==> src/rtl/cache_dir_pkg.sv <==
package cache_dir_pkg;

    typedef enum logic [1:0] {
        OUT_NONE = 2'd0,
        OUT_HIT  = 2'd1,
        OUT_COMP = 2'd2,
        OUT_CONF = 2'd3
    } outcome_e;

    typedef struct packed {
        logic valid;
        logic hit;
        logic comp;
        logic conf;
    } result_t;

endpackage

==> src/rtl/dir_ways.sv <==
module dir_ways #(
    parameter int SET_W = 7,
    parameter int TAG_W = 2
) (
    input  logic             clk,
    input  logic             rst_n,
    input  logic             req_valid,
    input  logic [SET_W-1:0] req_set,
    input  logic [TAG_W-1:0] req_tag,
    output logic             look_hit
);
    localparam int SETS = 1 << SET_W;
    localparam int WAYS = 2;

    typedef struct packed {
        logic [SETS-1:0][WAYS-1:0]            vld;
        logic [SETS-1:0][WAYS-1:0][TAG_W-1:0] tag;
        logic [SETS-1:0]                      lru;  // way to evict next
    } dir_state_t;

    dir_state_t st_d, st_q;
    logic [WAYS-1:0] way_hit;
    logic            victim;
    logic            use_way;

    for (genvar w = 0; w < WAYS; w++) begin : g_cmp
        assign way_hit[w] = st_q.vld[req_set][w] && (st_q.tag[req_set][w] == req_tag);
    end

    always_comb begin
        st_d = st_q;
        if (!st_q.vld[req_set][0])      victim = 1'b0;
        else if (!st_q.vld[req_set][1]) victim = 1'b1;
        else                            victim = st_q.lru[req_set];
        if (way_hit[1])      use_way = 1'b1;
        else if (way_hit[0]) use_way = 1'b0;
        else                 use_way = victim;
        look_hit = req_valid && (way_hit != '0);
        if (req_valid) begin
            st_d.vld[req_set][use_way] = 1'b1;
            st_d.tag[req_set][use_way] = req_tag;
            st_d.lru[req_set]          = ~use_way;
        end
    end

    always_ff @(posedge clk or negedge rst_n) begin
        if (!rst_n) st_q <= '0;
        else        st_q <= st_d;
    end

    // the way just touched is no longer the eviction candidate
    a_r6_lru_moves_away: assert property (@(posedge clk) disable iff (!rst_n)
        req_valid |=> (st_q.lru[$past(req_set)] != $past(use_way)));

    // after any access the set holds the accessed tag in a valid way
    a_r5_tag_resident: assert property (@(posedge clk) disable iff (!rst_n)
        req_valid |=> (st_q.vld[$past(req_set)][$past(use_way)] &&
                       st_q.tag[$past(req_set)][$past(use_way)] == $past(req_tag)));

    // a tag is never resident in both ways of a set
    a_r4_no_duplicate: assert property (@(posedge clk) disable iff (!rst_n)
        req_valid |-> !(way_hit[0] && way_hit[1]));

endmodule

==> src/rtl/dir_history.sv <==
module dir_history #(
    parameter int BLK_W = 9
) (
    input  logic             clk,
    input  logic             rst_n,
    input  logic             req_valid,
    input  logic [BLK_W-1:0] req_blk,
    output logic             seen
);
    localparam int BLKS = 1 << BLK_W;

    typedef struct packed {
        logic [BLKS-1:0] refd;
    } hist_state_t;

    hist_state_t st_d, st_q;

    always_comb begin
        st_d = st_q;
        seen = st_q.refd[req_blk];
        if (req_valid) st_d.refd[req_blk] = 1'b1;
    end

    always_ff @(posedge clk or negedge rst_n) begin
        if (!rst_n) st_q <= '0;
        else        st_q <= st_d;
    end

    // a presented block is remembered from the next cycle on
    a_r7_marked: assert property (@(posedge clk) disable iff (!rst_n)
        req_valid |=> st_q.refd[$past(req_blk)]);

    // history bits are never cleared outside reset
    a_r7_sticky: assert property (@(posedge clk) disable iff (!rst_n)
        seen |=> st_q.refd[$past(req_blk)]);

endmodule

==> src/rtl/dir_counters.sv <==
module dir_counters #(
    parameter int CNT_W = 16,
    parameter int NCNT  = 3
) (
    input  logic                       clk,
    input  logic                       rst_n,
    input  logic                       clear,
    input  logic [NCNT-1:0]            inc,
    output logic [NCNT-1:0][CNT_W-1:0] count
);
    localparam logic [CNT_W-1:0] CMAX = {CNT_W{1'b1}};

    typedef struct packed {
        logic [NCNT-1:0][CNT_W-1:0] cnt;
    } cnt_state_t;

    cnt_state_t st_d, st_q;

    always_comb begin
        st_d = st_q;
        for (int i = 0; i < NCNT; i++) begin
            if (clear)                              st_d.cnt[i] = '0;
            else if (inc[i] && st_q.cnt[i] != CMAX) st_d.cnt[i] = st_q.cnt[i] + 1'b1;
        end
    end

    always_ff @(posedge clk or negedge rst_n) begin
        if (!rst_n) st_q <= '0;
        else        st_q <= st_d;
    end

    assign count = st_q.cnt;

    for (genvar i = 0; i < NCNT; i++) begin : g_chk
        // a full counter stays full
        a_r9_no_wrap: assert property (@(posedge clk) disable iff (!rst_n)
            (!clear && st_q.cnt[i] == CMAX) |=> st_q.cnt[i] == CMAX);
        // counters move by at most one per cycle
        a_r8_step_one: assert property (@(posedge clk) disable iff (!rst_n)
            !clear |=> (st_q.cnt[i] == $past(st_q.cnt[i]) ||
                        st_q.cnt[i] == $past(st_q.cnt[i]) + 1'b1));
        // clear empties the counter
        a_r10_clear_zero: assert property (@(posedge clk) disable iff (!rst_n)
            clear |=> st_q.cnt[i] == '0);
    end

endmodule

==> src/rtl/cache_tag_dir.sv <==
module cache_tag_dir
    import cache_dir_pkg::*;
#(
    parameter int BLK_W = 9,
    parameter int SET_W = 7,
    parameter int CNT_W = 16
) (
    input  logic             clk,
    input  logic             rst_n,
    input  logic             access_valid,
    input  logic [BLK_W-1:0] block_num,
    input  logic             cnt_clear,
    output logic             res_valid,
    output logic             res_hit,
    output logic             res_miss_compulsory,
    output logic             res_miss_conflict,
    output logic [CNT_W-1:0] hit_count,
    output logic [CNT_W-1:0] compulsory_count,
    output logic [CNT_W-1:0] conflict_count
);
    localparam int TAG_W = BLK_W - SET_W;
    localparam int NCNT  = 3;

    logic                       look_hit;
    logic                       seen;
    outcome_e                   outcome;
    result_t                    res_d, res_q;
    logic [NCNT-1:0]            inc;
    logic [NCNT-1:0][CNT_W-1:0] counts;

    dir_ways #(.SET_W(SET_W), .TAG_W(TAG_W)) i_ways (
        .clk       (clk),
        .rst_n     (rst_n),
        .req_valid (access_valid),
        .req_set   (block_num[SET_W-1:0]),
        .req_tag   (block_num[BLK_W-1:SET_W]),
        .look_hit  (look_hit)
    );

    dir_history #(.BLK_W(BLK_W)) i_hist (
        .clk       (clk),
        .rst_n     (rst_n),
        .req_valid (access_valid),
        .req_blk   (block_num),
        .seen      (seen)
    );

    always_comb begin
        if (!access_valid) outcome = OUT_NONE;
        else if (look_hit) outcome = OUT_HIT;
        else if (seen)     outcome = OUT_CONF;
        else               outcome = OUT_COMP;
        res_d.valid = (outcome != OUT_NONE);
        res_d.hit   = (outcome == OUT_HIT);
        res_d.comp  = (outcome == OUT_COMP);
        res_d.conf  = (outcome == OUT_CONF);
        inc = {res_d.conf, res_d.comp, res_d.hit};
    end

    always_ff @(posedge clk or negedge rst_n) begin
        if (!rst_n) res_q <= '0;
        else        res_q <= res_d;
    end

    dir_counters #(.CNT_W(CNT_W), .NCNT(NCNT)) i_cnt (
        .clk   (clk),
        .rst_n (rst_n),
        .clear (cnt_clear),
        .inc   (inc),
        .count (counts)
    );

    assign res_valid           = res_q.valid;
    assign res_hit             = res_q.hit;
    assign res_miss_compulsory = res_q.comp;
    assign res_miss_conflict   = res_q.conf;
    assign hit_count           = counts[0];
    assign compulsory_count    = counts[1];
    assign conflict_count      = counts[2];

    // a result follows every access, and only accesses
    a_r3_follows_access: assert property (@(posedge clk) disable iff (!rst_n)
        access_valid |=> res_valid);
    a_r3_quiet_idle: assert property (@(posedge clk) disable iff (!rst_n)
        !access_valid |=> !res_valid && !res_hit && !res_miss_compulsory && !res_miss_conflict);
    // exactly one outcome flag on a result
    a_r3_one_flag: assert property (@(posedge clk) disable iff (!rst_n)
        res_valid |-> $countones({res_hit, res_miss_compulsory, res_miss_conflict}) == 1);
    // a registered hit flag came with a counter step unless cleared or full
    a_r8_hit_counted: assert property (@(posedge clk) disable iff (!rst_n)
        (access_valid && !cnt_clear && hit_count != {CNT_W{1'b1}}) |=>
            (res_hit == (hit_count == $past(hit_count) + 1'b1)));

endmodule

==> config.mk <==
export PLATFORM = sky130hd
export DESIGN_NAME = cache_tag_dir
export DESIGN_NICKNAME = d
export VERILOG_FILES = /design/src/rtl/cache_dir_pkg.sv /design/src/rtl/dir_ways.sv /design/src/rtl/dir_history.sv /design/src/rtl/dir_counters.sv /design/src/rtl/cache_tag_dir.sv
export SDC_FILE = /design/constraint.sdc
export NUM_CORES = 2
export LEC_CHECK = 0
export BUFFER_PORTS_ARGS = -buffer_cell sky130_fd_sc_hd__buf_2
export CAP_MARGIN = 10
export CORE_UTILIZATION = 30
export DETAILED_ROUTE_END_ITERATION = 12
export RECOVER_POWER = 100
export SYNTH_ARGS = -nofsm -noshare
export SYNTH_HDL_FRONTEND = slang
export SYNTH_SLANG_ARGS = --single-unit
==> constraint.sdc <==
create_clock -name clk -period 9.1 [get_ports clk]
set_clock_uncertainty 0.15 [all_clocks]
set_input_delay 1.82 -clock clk [delete_from_list [all_inputs] [get_ports clk]]
set_output_delay 1.82 -clock clk [all_outputs]
set_load 0.02 [all_outputs]
==> out/qor.csv <==
stage,metric,value,unit
synth,async_flop_share,100,%
clock_tree,path_clk_slew,0.06,ns
outcome,outcome,"complete, but fails checks",
synth,yosys.area_share.simple,8.16,%
cells_and_area,multiInputGateArea,0.0268,mm²
floorplanning,io_pins,65,
setup_path,crit_path_max_fanout,63,
detailed_routing,ant_nets,0,
floorplanning,start_util,30.2,%
floorplanning,placementRows,170,
global_routing,met1_usage,24.0,%
global_routing,grt_max_degree,194,
setup_path,crit_arrival,8.54,ns
clock_tree,ctsResizeCount,0,
detailed_routing,drt-total-wl,184000,µm
setup_path,worstPathCellList,buf_4 -> clkbuf_1 -> and2_0 -> a22oi_1 -> a21oi_1 -> nor3_1 -> a22oi_1 -> xnor2_1 -> o211ai_1 -> nand2_4 -> clkbuf_1 -> nand3_1 -> mux2_2,
power_and_ir_drop,pwr_density_cell,205,mW/mm²
clock_tree,cts_made_buffers,155,
clock_tree,cts_num_sinks,1460,
cells_and_area,fillers,20700,
placed_design,dp_hpwl,113000,µm
setup_path,crit_type,in2reg,
floorplanning,die_y,468,µm
synth,synth_top_family_by_area,multiplexers,
synth,synth-compound-area-share,9.64,%
cells_and_area,seq_area,0.0365,mm²
power_and_ir_drop,p_leak,36.9,nW
detailed_routing,drc_errors,0,
detailed_routing,wire_per_inst,23.8,µm
clock_tree,cts_buffer_depth,3,
detailed_routing,drtIter0Drc,3573,
global_routing,grt_pass1_wl,282000,µm
synth,ys_seq_elements,1460,
floorplanning,coreArea,0.215,mm²
synth,synthXorXnorAreaFrac,0.108,%
cells_and_area,final_common_cell,dfrtp_1,
global_routing,met2_usage,26.3,%
timing,fin_setup_tns,0,ns
clock_tree,clockRootBuffer,clkbuf_16,
cells_and_area,layout-drive-gt1-share,28.7,%
timing,clock.fmax,0.125,GHz
outcome,violations,"capacitance limit, slew limit",
timing,rsz0062_at_grt,no,
clock_tree,clk_latency,0.80,ns
power_and_ir_drop,ir_worst_vdd,0.181,mV
synth,synth_edf_count,0,
clock_tree,cts_tree,done,
floorplanning,die_w,468,µm
timing,worst_pin_slew,4.15,ns
floorplanning,fp.dieArea,0.219,mm²
timing,hold-worst-slack,0.299,ns
global_routing,grt_busiest_layer,met2,
clock_tree,post_cts_buffers,0,
timing,min_period,8.03,ns
detailed_routing,vias_per_cell,5.30,
setup_path,critPathLaunchType,input port,
timing,finalSetupViolations,0,
cells_and_area,nets,4769,
synth,synth_nets,4779,
global_routing,grtUsageTotal,16.9,%
timing,fin_crit_sh,88.2,%
synth,yosysWarnings,0,
setup_path,cpPeakStageDelay,1.03,ns
setup_path,worstPathRequired,9.61,ns
global_routing,antenna_found_initial,5,
placed_design,place_congestion,0.821,
power_and_ir_drop,finalPower,15.1,mW
clock_tree,htreeDepth,4,
global_routing,grt_pass1_vias,42500,
setup_path,cp_slowest_cell,clkbuf_1,
synth,synthMuxAreaShare,23.1,%
timing,maxSlewHeadroom,-177,%
synth,ys_types,74,
synth,synth.avg_cell_area,13.7,µm²
global_routing,grt-ovfl-total,0,
setup_path,path_delay_family,buffers and inverters,
synth,synth_fa_ha_area_share,0.0577,%
cells_and_area,area_delta_synth_final,13.0,%
clock_tree,postCtsHoldBufs,0,
run,maxCapViolCount,15,
synth,netlist_area,0.0650,mm²
setup_path,cp_num_buf_inv,3,
worst_hold_path,hp-class,reg2reg,
synth,ys_seq_area_share,56.2,%
global_routing,use_met3,3.14,%
detailed_routing,dr.pass1.iters,5,
cells_and_area,layout.cells.most_common_list,"dfrtp_1 (1,460), mux2_2 (541), a21o_1 (400)",
setup_path,critPathCaptureType,flip-flop,
detailed_routing,vias,40900,
timing,slew_violations,901,
timing,hold_viol,0,
synth,syn_inst,4763,
synth,synth_flop_cell,dfrtp_1,
placed_design,port-buffer-count,64,
-- kinds of logic after synthesis --
| group | Yosys count |
|---|---|
| fa+ha+maj | 3 |
| mux | 1002 |
| xor+xnor | 8 |
| compound gates | 856 |
| flops | 1460 |
| simple gates | 1064 |
| buf+inv | 370 |
-- worst paths after layout --
kind | slack (ns) | to | start | cells past startpoint
max in group asynchronous | 2.12 | i_ways.st_q[286] | rst_n | 3
max | 1.07 | i_ways.st_q[578] | block_num[2] | 13
min | 0.30 | i_hist.st_q[391] | i_hist.st_q[391] | 1
max reg2reg | 3.76 | i_ways.st_q[578] | i_ways.st_q[424] | 11
min reg2reg | 0.30 | i_hist.st_q[391] | i_hist.st_q[391] | 1
min in group asynchronous | 2.24 | i_hist.st_q[404] | rst_n | 1
-- metal layers --
layer | vias up | routed length, µm
li1 | 17400 | -
met3 | 268 | 11200
met5 | - | 27
met4 | 4 | 4050
met2 | 1194 | 85600
met1 | 22100 | 82700
-- state kept, by name, summed over array words and instances, names as in the netlist --
name / flops
i_cnt.count: 48
i_ways.st_q: 896
res_miss_compulsory: 1
res_valid: 1
res_hit: 1
i_hist.st_q: 512
res_miss_conflict: 1
-- final cells by class --
class / instances / area share [%]
repair buffers: 184 / 1.77
well taps: 2838 / 4.83
clock buffers: 232 / 6.30
flip-flops and latches: 1460 / 49.7
clock inverters: 51 / 0.848
inverters: 19 / 0.0987
multi-input cells: 2933 / 36.4
diodes: 2 / 0.00681
-- report_power, final --
group          total [mW]  switching [mW]  internal [mW]
logic                1.45           0.835          0.614
clock network        6.51            2.71           3.79
registers            7.13           0.219           6.91
-- metrics by stage --
step	util [%]	instance area [µm²]	setup WS, ns	cells
floorplan	-	65000	3.64	4763
global placement	31.8	68500	1.48	7433
detailed placement	31.8	68500	1.57	7433
CTS	34.3	73700	2.42	7716
global route	34.2	73500	1.06	7718
finish	34.2	73500	1.07	7719
-- synthesized netlist by cell type, types with 37 or more instances --
| library cell | n | area [µm²] |
|---|---|---|
| o21bai_1 | 232 | 1740 |
| nand2b_1 | 144 | 901 |
| a21o_1 | 400 | 3000 |
| a21oi_1 | 51 | 255 |
| dfrtp_1 | 1460 | 36500 |
| buf_4 | 37 | 278 |
| nor2_1 | 232 | 871 |
| mux2i_1 | 116 | 1160 |
| nand2_1 | 230 | 863 |
| nand3_1 | 180 | 901 |
| mux4_2 | 338 | 7610 |
| a22oi_1 | 44 | 330 |
| mux2_2 | 541 | 6090 |
| buf_2 | 58 | 290 |
| or2_2 | 127 | 795 |
| clkbuf_1 | 216 | 811 |
Note: power is estimated with default switching activity, not from simulation.
